`config.mk`:
```
export PLATFORM = sky130hd
export DESIGN_NAME = ea_gen
export DESIGN_NICKNAME = d
export VERILOG_FILES = /design/src/rtl/ea_pkg.sv /design/src/rtl/ea_rst_sync.sv /design/src/rtl/ea_index_term.sv /design/src/rtl/ea_sum.sv /design/src/rtl/ea_gen.sv
export SDC_FILE = /design/constraint.sdc
export NUM_CORES = 1
export LEC_CHECK = 0
export BUFFER_PORTS_ARGS = -buffer_cell sky130_fd_sc_hd__buf_2
export CAP_MARGIN = 10
export CORE_MARGIN = 2
export CORE_UTILIZATION = 46
export CTS_CLUSTER_DIAMETER = 100
export CTS_CLUSTER_SIZE = 25
export DETAILED_ROUTE_END_ITERATION = 8
export PLACE_DENSITY_LB_ADDON = 0.2
export REMOVE_ABC_BUFFERS = 1
export SLEW_MARGIN = 20
export SYNTH_ARGS = -nofsm -noshare
export SYNTH_HDL_FRONTEND = slang
export SYNTH_HIERARCHICAL = 1
export SYNTH_SLANG_ARGS = --single-unit
```
`constraint.sdc`:
```
create_clock -name clk -period 2.6 [get_ports clk]
set_clock_uncertainty 0.15 [all_clocks]
set_input_delay 0.52 -clock clk [delete_from_list [all_inputs] [get_ports clk]]
set_output_delay 0.52 -clock clk [all_outputs]
set_load 0.05 [all_outputs]
```
`src/rtl/ea_pkg.sv`:
```
package ea_pkg;
  typedef enum logic [1:0] {
    DEST_NONE = 2'd0,
    DEST_MEM  = 2'd1,
    DEST_REG  = 2'd2
  } dest_kind_e;
endpackage

```
`src/rtl/ea_rst_sync.sv`:
```
module ea_rst_sync #(
  parameter int STAGES = 2
) (
  input  logic clk,
  input  logic rst_n_in,
  output logic rst_n_out
);
  logic [STAGES-1:0] chain_q;

  generate
    if (STAGES == 1) begin : g_one
      always_ff @(posedge clk or negedge rst_n_in) begin
        if (!rst_n_in) chain_q <= '0;
        else           chain_q <= 1'b1;
      end
    end else begin : g_many
      always_ff @(posedge clk or negedge rst_n_in) begin
        if (!rst_n_in) chain_q <= '0;
        else           chain_q <= {chain_q[STAGES-2:0], 1'b1};
      end
    end
  endgenerate

  assign rst_n_out = chain_q[STAGES-1];
endmodule

```
`src/rtl/ea_index_term.sv`:
```
module ea_index_term #(
  parameter int ADDR_W   = 64,
  parameter int REGNUM_W = 4,
  parameter int SCALE_W  = 2,
  parameter int RSV_IDX  = 4
) (
  input  logic                index_present,
  input  logic [REGNUM_W-1:0] index_regnum,
  input  logic [ADDR_W-1:0]   index_val,
  input  logic [SCALE_W-1:0]  scale_code,
  output logic [ADDR_W-1:0]   index_term
);
  localparam int NUM_SCALES = 1 << SCALE_W;

  logic                           idx_used;
  logic [NUM_SCALES-1:0][ADDR_W-1:0] shifted;

  assign idx_used = index_present && (index_regnum != REGNUM_W'(RSV_IDX));

  genvar s;
  generate
    for (s = 0; s < NUM_SCALES; s++) begin : g_shift
      assign shifted[s] = index_val << s;
    end
  endgenerate

  always_comb begin
    index_term = '0;
    if (idx_used) index_term = shifted[scale_code];
  end
endmodule

```
`src/rtl/ea_sum.sv`:
```
module ea_sum #(
  parameter int ADDR_W = 64,
  parameter int DISP_W = 32
) (
  input  logic              base_present,
  input  logic [ADDR_W-1:0] base_val,
  input  logic [ADDR_W-1:0] index_term,
  input  logic [DISP_W-1:0] disp,
  output logic [ADDR_W-1:0] sum
);
  localparam int EXT_W = ADDR_W - DISP_W;

  logic [ADDR_W-1:0] disp_ext;
  logic [ADDR_W-1:0] base_term;

  generate
    if (EXT_W > 0) begin : g_ext
      assign disp_ext = {{EXT_W{disp[DISP_W-1]}}, disp};
    end else begin : g_noext
      assign disp_ext = disp[ADDR_W-1:0];
    end
  endgenerate

  assign base_term = base_present ? base_val : '0;
  assign sum       = base_term + index_term + disp_ext;
endmodule

```
`src/rtl/ea_gen.sv`:
```
module ea_gen #(
  parameter int ADDR_W    = 64,
  parameter int DISP_W    = 32,
  parameter int REGNUM_W  = 4,
  parameter int SCALE_W   = 2,
  parameter int RSV_IDX   = 4,
  parameter int RST_STAGE = 2
) (
  input  logic                clk,
  input  logic                rst_n,
  input  logic                in_valid,
  input  logic                lea_mode,
  input  logic                base_present,
  input  logic [ADDR_W-1:0]   base_val,
  input  logic                index_present,
  input  logic [REGNUM_W-1:0] index_regnum,
  input  logic [ADDR_W-1:0]   index_val,
  input  logic [SCALE_W-1:0]  scale_code,
  input  logic [DISP_W-1:0]   disp,
  output logic                out_valid,
  output logic                mem_req,
  output logic                reg_wr,
  output logic [ADDR_W-1:0]   addr_out
);
  import ea_pkg::*;

  logic              rst_ok;
  logic [ADDR_W-1:0] index_term;
  logic [ADDR_W-1:0] sum;
  logic [ADDR_W-1:0] addr_d, addr_q;
  dest_kind_e        dest_d, dest_q;
  logic              addr_en;

  ea_rst_sync #(.STAGES(RST_STAGE)) u_rst (
    .clk      (clk),
    .rst_n_in (rst_n),
    .rst_n_out(rst_ok)
  );

  ea_index_term #(
    .ADDR_W(ADDR_W), .REGNUM_W(REGNUM_W), .SCALE_W(SCALE_W), .RSV_IDX(RSV_IDX)
  ) u_idx (
    .index_present(index_present),
    .index_regnum (index_regnum),
    .index_val    (index_val),
    .scale_code   (scale_code),
    .index_term   (index_term)
  );

  ea_sum #(.ADDR_W(ADDR_W), .DISP_W(DISP_W)) u_sum (
    .base_present(base_present),
    .base_val    (base_val),
    .index_term  (index_term),
    .disp        (disp),
    .sum         (sum)
  );

  // next-state
  always_comb begin
    addr_en = in_valid;
    addr_d  = addr_q;
    dest_d  = DEST_NONE;
    if (in_valid) begin
      addr_d = sum;
      dest_d = lea_mode ? DEST_REG : DEST_MEM;
    end
  end

  // state
  always_ff @(posedge clk or negedge rst_ok) begin
    if (!rst_ok) begin
      addr_q <= '0;
      dest_q <= DEST_NONE;
    end else begin
      dest_q <= dest_d;
      if (addr_en) addr_q <= addr_d;
    end
  end

  assign out_valid = (dest_q != DEST_NONE);
  assign mem_req   = (dest_q == DEST_MEM);
  assign reg_wr    = (dest_q == DEST_REG);
  assign addr_out  = addr_q;
endmodule

```
======== Word-level counts from Yosys, hierarchy flattened ========
Index checks and enable logic that the tools add are counted.
storage, ports and cells
  register bits after elaboration ......... 68
  output and inout bits ................... 67
  bits of input ports ..................... 172
cells by class
  reductions and logical operators ........ 2
  order comparisons ....................... 1
  equal/unequal tests ..................... 3
  $add $sub $neg .......................... 2
  multiplexer cells ....................... 6
operators with widths
  operator                                                                number
  64-bit two-way mux                                                      3
  64-bit adder                                                            2
  64-bit binary-select mux with 2-bit select                              1
  2-bit two-way mux                                                       2
  4-bit by 3-bit != test with 1-bit output (second input constant)        1
  2-bit by 3-bit < comparator with 1-bit output (second input constant)   1
  2-bit by 1-bit equality test with 1-bit output (second input constant)  1
  2-bit equality test (second input constant)                             1
  2-bit nonzero test                                                      1
  1-bit logical AND                                                       1

======== Longest topological paths before layout ========
  depth in word-level cells ............... 5
  gate-level depth with buffers ........... 19
  depth with buffers taken out ............ 18

======== By module ========
The synthesis kept the hierarchy.
by module, submodules not included
  module         cells each  sequential area each (µm²)  area an instance (µm²)  instances
  ea_sum         707         0.0                         5617.9                  1
  ea_gen         142         1651.6                      2612.5                  1
  ea_index_term  152         0.0                         1964.4                  1
  ea_rst_sync    3           50.0                        53.8                    1

======== Least setup slack after synthesis ========
No wires, ideal clock.
  kind .................................... input to register
  start ................................... input port scale_code[0]
  end ..................................... register addr_q[63] (netlist: addr_out[63])
  cell stages on the path ................. 17
  slack ................................... -1.913 ns
  path buffers ............................ 3
  arrival time ............................ 4.238 ns
  path through ............................ buf_6 -> buf_6 -> mux4_2 -> nor2b_1 -> fa_1 -> ha_1 -> buf_2 -> a21o_1 -> a21o_1 -> a2111oi_0 -> o31a_1 -> o21ai_1 -> a221o_1 -> a21oi_1 -> o41ai_2 -> xnor2_1 -> mux2_2
on the way
  word-level cells in the longest chain between the ends .. 5
ends and longest elaborated chain
  element                                     line                 text
  start, declared                             ea_gen.sv:18         input logic [SCALE_W-1:0] scale_code,
  64-bit binary-select mux with 2-bit select  ea_index_term.sv:29  if (idx_used) index_term = shifted[scale_code];
  64-bit two-way mux (not written as such)    ea_index_term.sv:29
  64-bit two-way mux                          ea_index_term.sv:29
  via index_term[52]                          ea_gen.sv:28         logic [ADDR_W-1:0] index_term;
  64-bit adder (2 in a row)                   ea_sum.sv:25         assign sum = base_term + index_term + disp_ext;
  via addr_d[63]                              ea_gen.sv:30         logic [ADDR_W-1:0] addr_d, addr_q;
  end signal, assigned                        ea_gen.sv:76         if (addr_en) addr_q <= addr_d;
  end, declared                               ea_gen.sv:30
The timed path passes the listed nets, and every way through them passes these cells. The select of a mux whose other input is x is not followed.
A chain may end at the register's enable or synchronous reset.

======== Worst setup path after layout ========
  start ................................... input port scale_code[0]
  end ..................................... register addr_q[59] (netlist: addr_out[59])
Same word-level chain as after synthesis.

==> impl_metrics.ini <==
[floorplanning]
die_w_um = 153
rows = 54
core_um2 = 21800
start_util_pct = 47.0
ios = 239
chipHeight_um = 153
dieArea_um2 = 23500

[setup_path]
r2r_start = u_rst/chain_q[1]$_DFF_PN0_
criticalPathCategory = in -> reg
crit_start = scale_code[0]
crit_path_top_delay_cell = fa_1
arrival_ns = 4.50
critPathMaxStageDelay_ns = 0.55
required_ns = 2.69
critPathMaxFanout = 7
cp-start-kind = primary input
endpoint_kind = flop
crit_chain = buf_16 > buf_12 > buf_12 > mux4_2 > nor2b_1 > fa_1 > ha_4 > buf_4 > a21oi_2 > o21bai_1 > a21oi_2 > o21ai_4 > o21ai_4 > o31ai_4 > o31ai_2 > buf_4 > o21ai_4 > xnor2_2 > mux2_4
crit_top_cell = o21ai_4

[logic_synthesis]
synth_area_um2 = 10200
syn_area_per_cell_um2 = 10.2
synth_edf_count = 0
synthCells = 1004
synth_cell_types = 75
async_flop_share_pct = 100
ys.flop_type = dfrtp_1
ys_ff_latch = 68
yosysWarnings = 6
yosysSeqAreaShare_pct = 16.6

[drt]
viasPerCell = 5.78
vias = 10600
dr.pass1.iters = 6
drc = 0
drtAntennaViolNets = 0
post_drt_wl_per_cell_um = 21.1
first_iter_violations = 744
routed_wirelength_um = 38800

[cts]
htreeDepth = 3
cts_sinks = 68
cts_tree = done
clkTransAtPathRegs_ns = 0.06
clkLatencyLatePin_ns = 0.35
clock-root-buffer = clkbuf_16
cts_inserted_buffers = 9
clock_path_buffers = 2

[timing]
min_period_ns = 4.41
drv_slew = 0
hold_viol_final = 0
max_clock_freq_mhz = 227
fin_crit_sh_pct = 170
slew_headroom_pct = 45.3
rsz0062_at_grt = yes
finalSetupViolCount = 62
tightest_slew_ns = 0.820
layout_setup_ws_ns = -1.81

[cells_and_area]
layout_commonest_cell = buf_4
layout_common_cells = buf_4, buf_2, dfrtp_1, and2_1, mux4_2
fin_nets = 1853
final.fill_count = 1308
multi_input_area_um2 = 9870
area_growth_pct = 63.9
regArea_um2 = 1700
drive_above_1_share_pct = 63.7

[hold_path]
worstHoldStart = lea_mode
hp-class = in -> reg

[place]
hpwl_um = 26400
place_ws_ns = -2.42
gp_congestion = 0.922
portBuffers = 238

[power]
p_leak_nw = 7.80
power_density_nw_per_um2 = 717
vdd_drop_max_mv = 0.502
p_total_w = 0.0120

[grt]
grt_overflow = 0
grt_usage_pct = 30.8
antenna_found_initial = 5
grt_pass1_vias = 11000
grt_pass1_wl_um = 57400
grt_max_degree = 67

[run_status]
violations = setup timing
outcome = finished with violations

[flow_run]
max_cap_violations = 0
## kinds of logic (layout without fill, tap and decap cells)
| kind of cell | count (synthesis) | count (layout) | share of synthesized area [%] |
|---|---|---|---|
| AO/OA/AOI/OAI | 226 | 226 | 15.5 |
| XOR/XNOR | 60 | 60 | 5.13 |
| adder cells (fa/ha/maj) | 126 | 126 | 20.1 |
| buffers and inverters | 89 | 644 | 4.37 |
| flip-flops | 68 | 68 | 16.6 |
| multiplexers | 127 | 127 | 21.9 |
| other | 1 | 4 | 0.0366 |
| AND/OR/NAND/NOR | 307 | 307 | 16.4 |
## final timing paths
check                                              to  slack, ns  cells past startpoint
setup / recovery             addr_out[59]$_DFFE_PN0P_      -1.81                     19
hold / removal                    dest_q[0]$_DFF_PN0_       0.18                      2
setup reg to reg             addr_out[32]$_DFFE_PN0P_       1.38                      1
hold reg to reg            u_rst/chain_q[1]$_DFF_PN0_       0.20                      0
max in group asynchronous    addr_out[32]$_DFFE_PN0P_       1.38                      1
min in group asynchronous    addr_out[63]$_DFFE_PN0P_       0.22                      0
## through the flow
stage / std cells / hold slack [ns] / util [%] / area, µm² / TNS [ns]
floorplan: 946 / 0.0744 / - / 9920 / -158.51
global placement: 1740 / 0.156 / 62.6 / 13700 / -109.46
detailed placement: 1740 / 0.156 / 62.6 / 13700 / -111.56
CTS: 1807 / 0.177 / 73.0 / 15900 / -79.08
global route: 1839 / 0.178 / 76.9 / 16800 / -94.11
finish: 1842 / 0.178 / 76.9 / 16800 / -88.93
## report_power, final
group          switching, W  internal (W)  leakage (nW)
sequential         0.000331       0.00156         0.797
combinational       0.00500       0.00399          6.87
clock              0.000495      0.000666         0.126
total               0.00583       0.00621          7.80
## state kept, by name (all words and copies together), names as in the netlist
name / cells
dest_q: 2
addr_out: 64
u_rst/chain_q: 2
## critical path, delay by kind of cell
kind,cells,cell delay (ns)
muxes,2,0.74
xor gates and xnor gates,1,0.14
and+or+nand+nor,1,0.16
buffers and inverters,5,0.70
adders and majority gates,2,0.77
AOI/OAI and AO/OA,8,1.43
## repair_timing
item                       CTS  global route
buffers inserted            47            50
hold buffers                 1             0
hold endpoints to repair     2             0
setup endpoints to repair   62            62
gates resized for setup    290           137
gates cloned                 6             0
pin swaps                   80            95
## routing by layer
layer	up-vias	part of all wire, %	track usage [%]
met1	5163	38	38.2
met5	-	0.067	0
met2	546	49	51.9
met4	4	4.8	14.1
li1	4788	-	-
met3	140	7.2	5.90
## cells in the mapped netlist, drive strengths merged (31+ instances only)
cell	number	area (µm²)
a21o	33	248
a21oi	79	399
and2	65	407
buf	36	248
dfrtp	68	1700
fa	64	1280
ha	62	776
inv	31	116
mux2	64	863
mux4	60	1350
nand2	57	214
nor2	35	134
nor2b	66	413
o21ai	37	219
xnor2	39	342
## layout make-up
cell class              count  share of cell area (%)
diodes                      3                  0.0447
clock buffers              13                    1.49
clock inverters             2                  0.0745
inverters                  31                   0.708
multi-input cells         847                    58.8
flip-flops and latches     68                    10.1
well taps                 280                    2.09
repair buffers            598                    26.7
No activity file was read; power rests on OpenSTA's default activity.
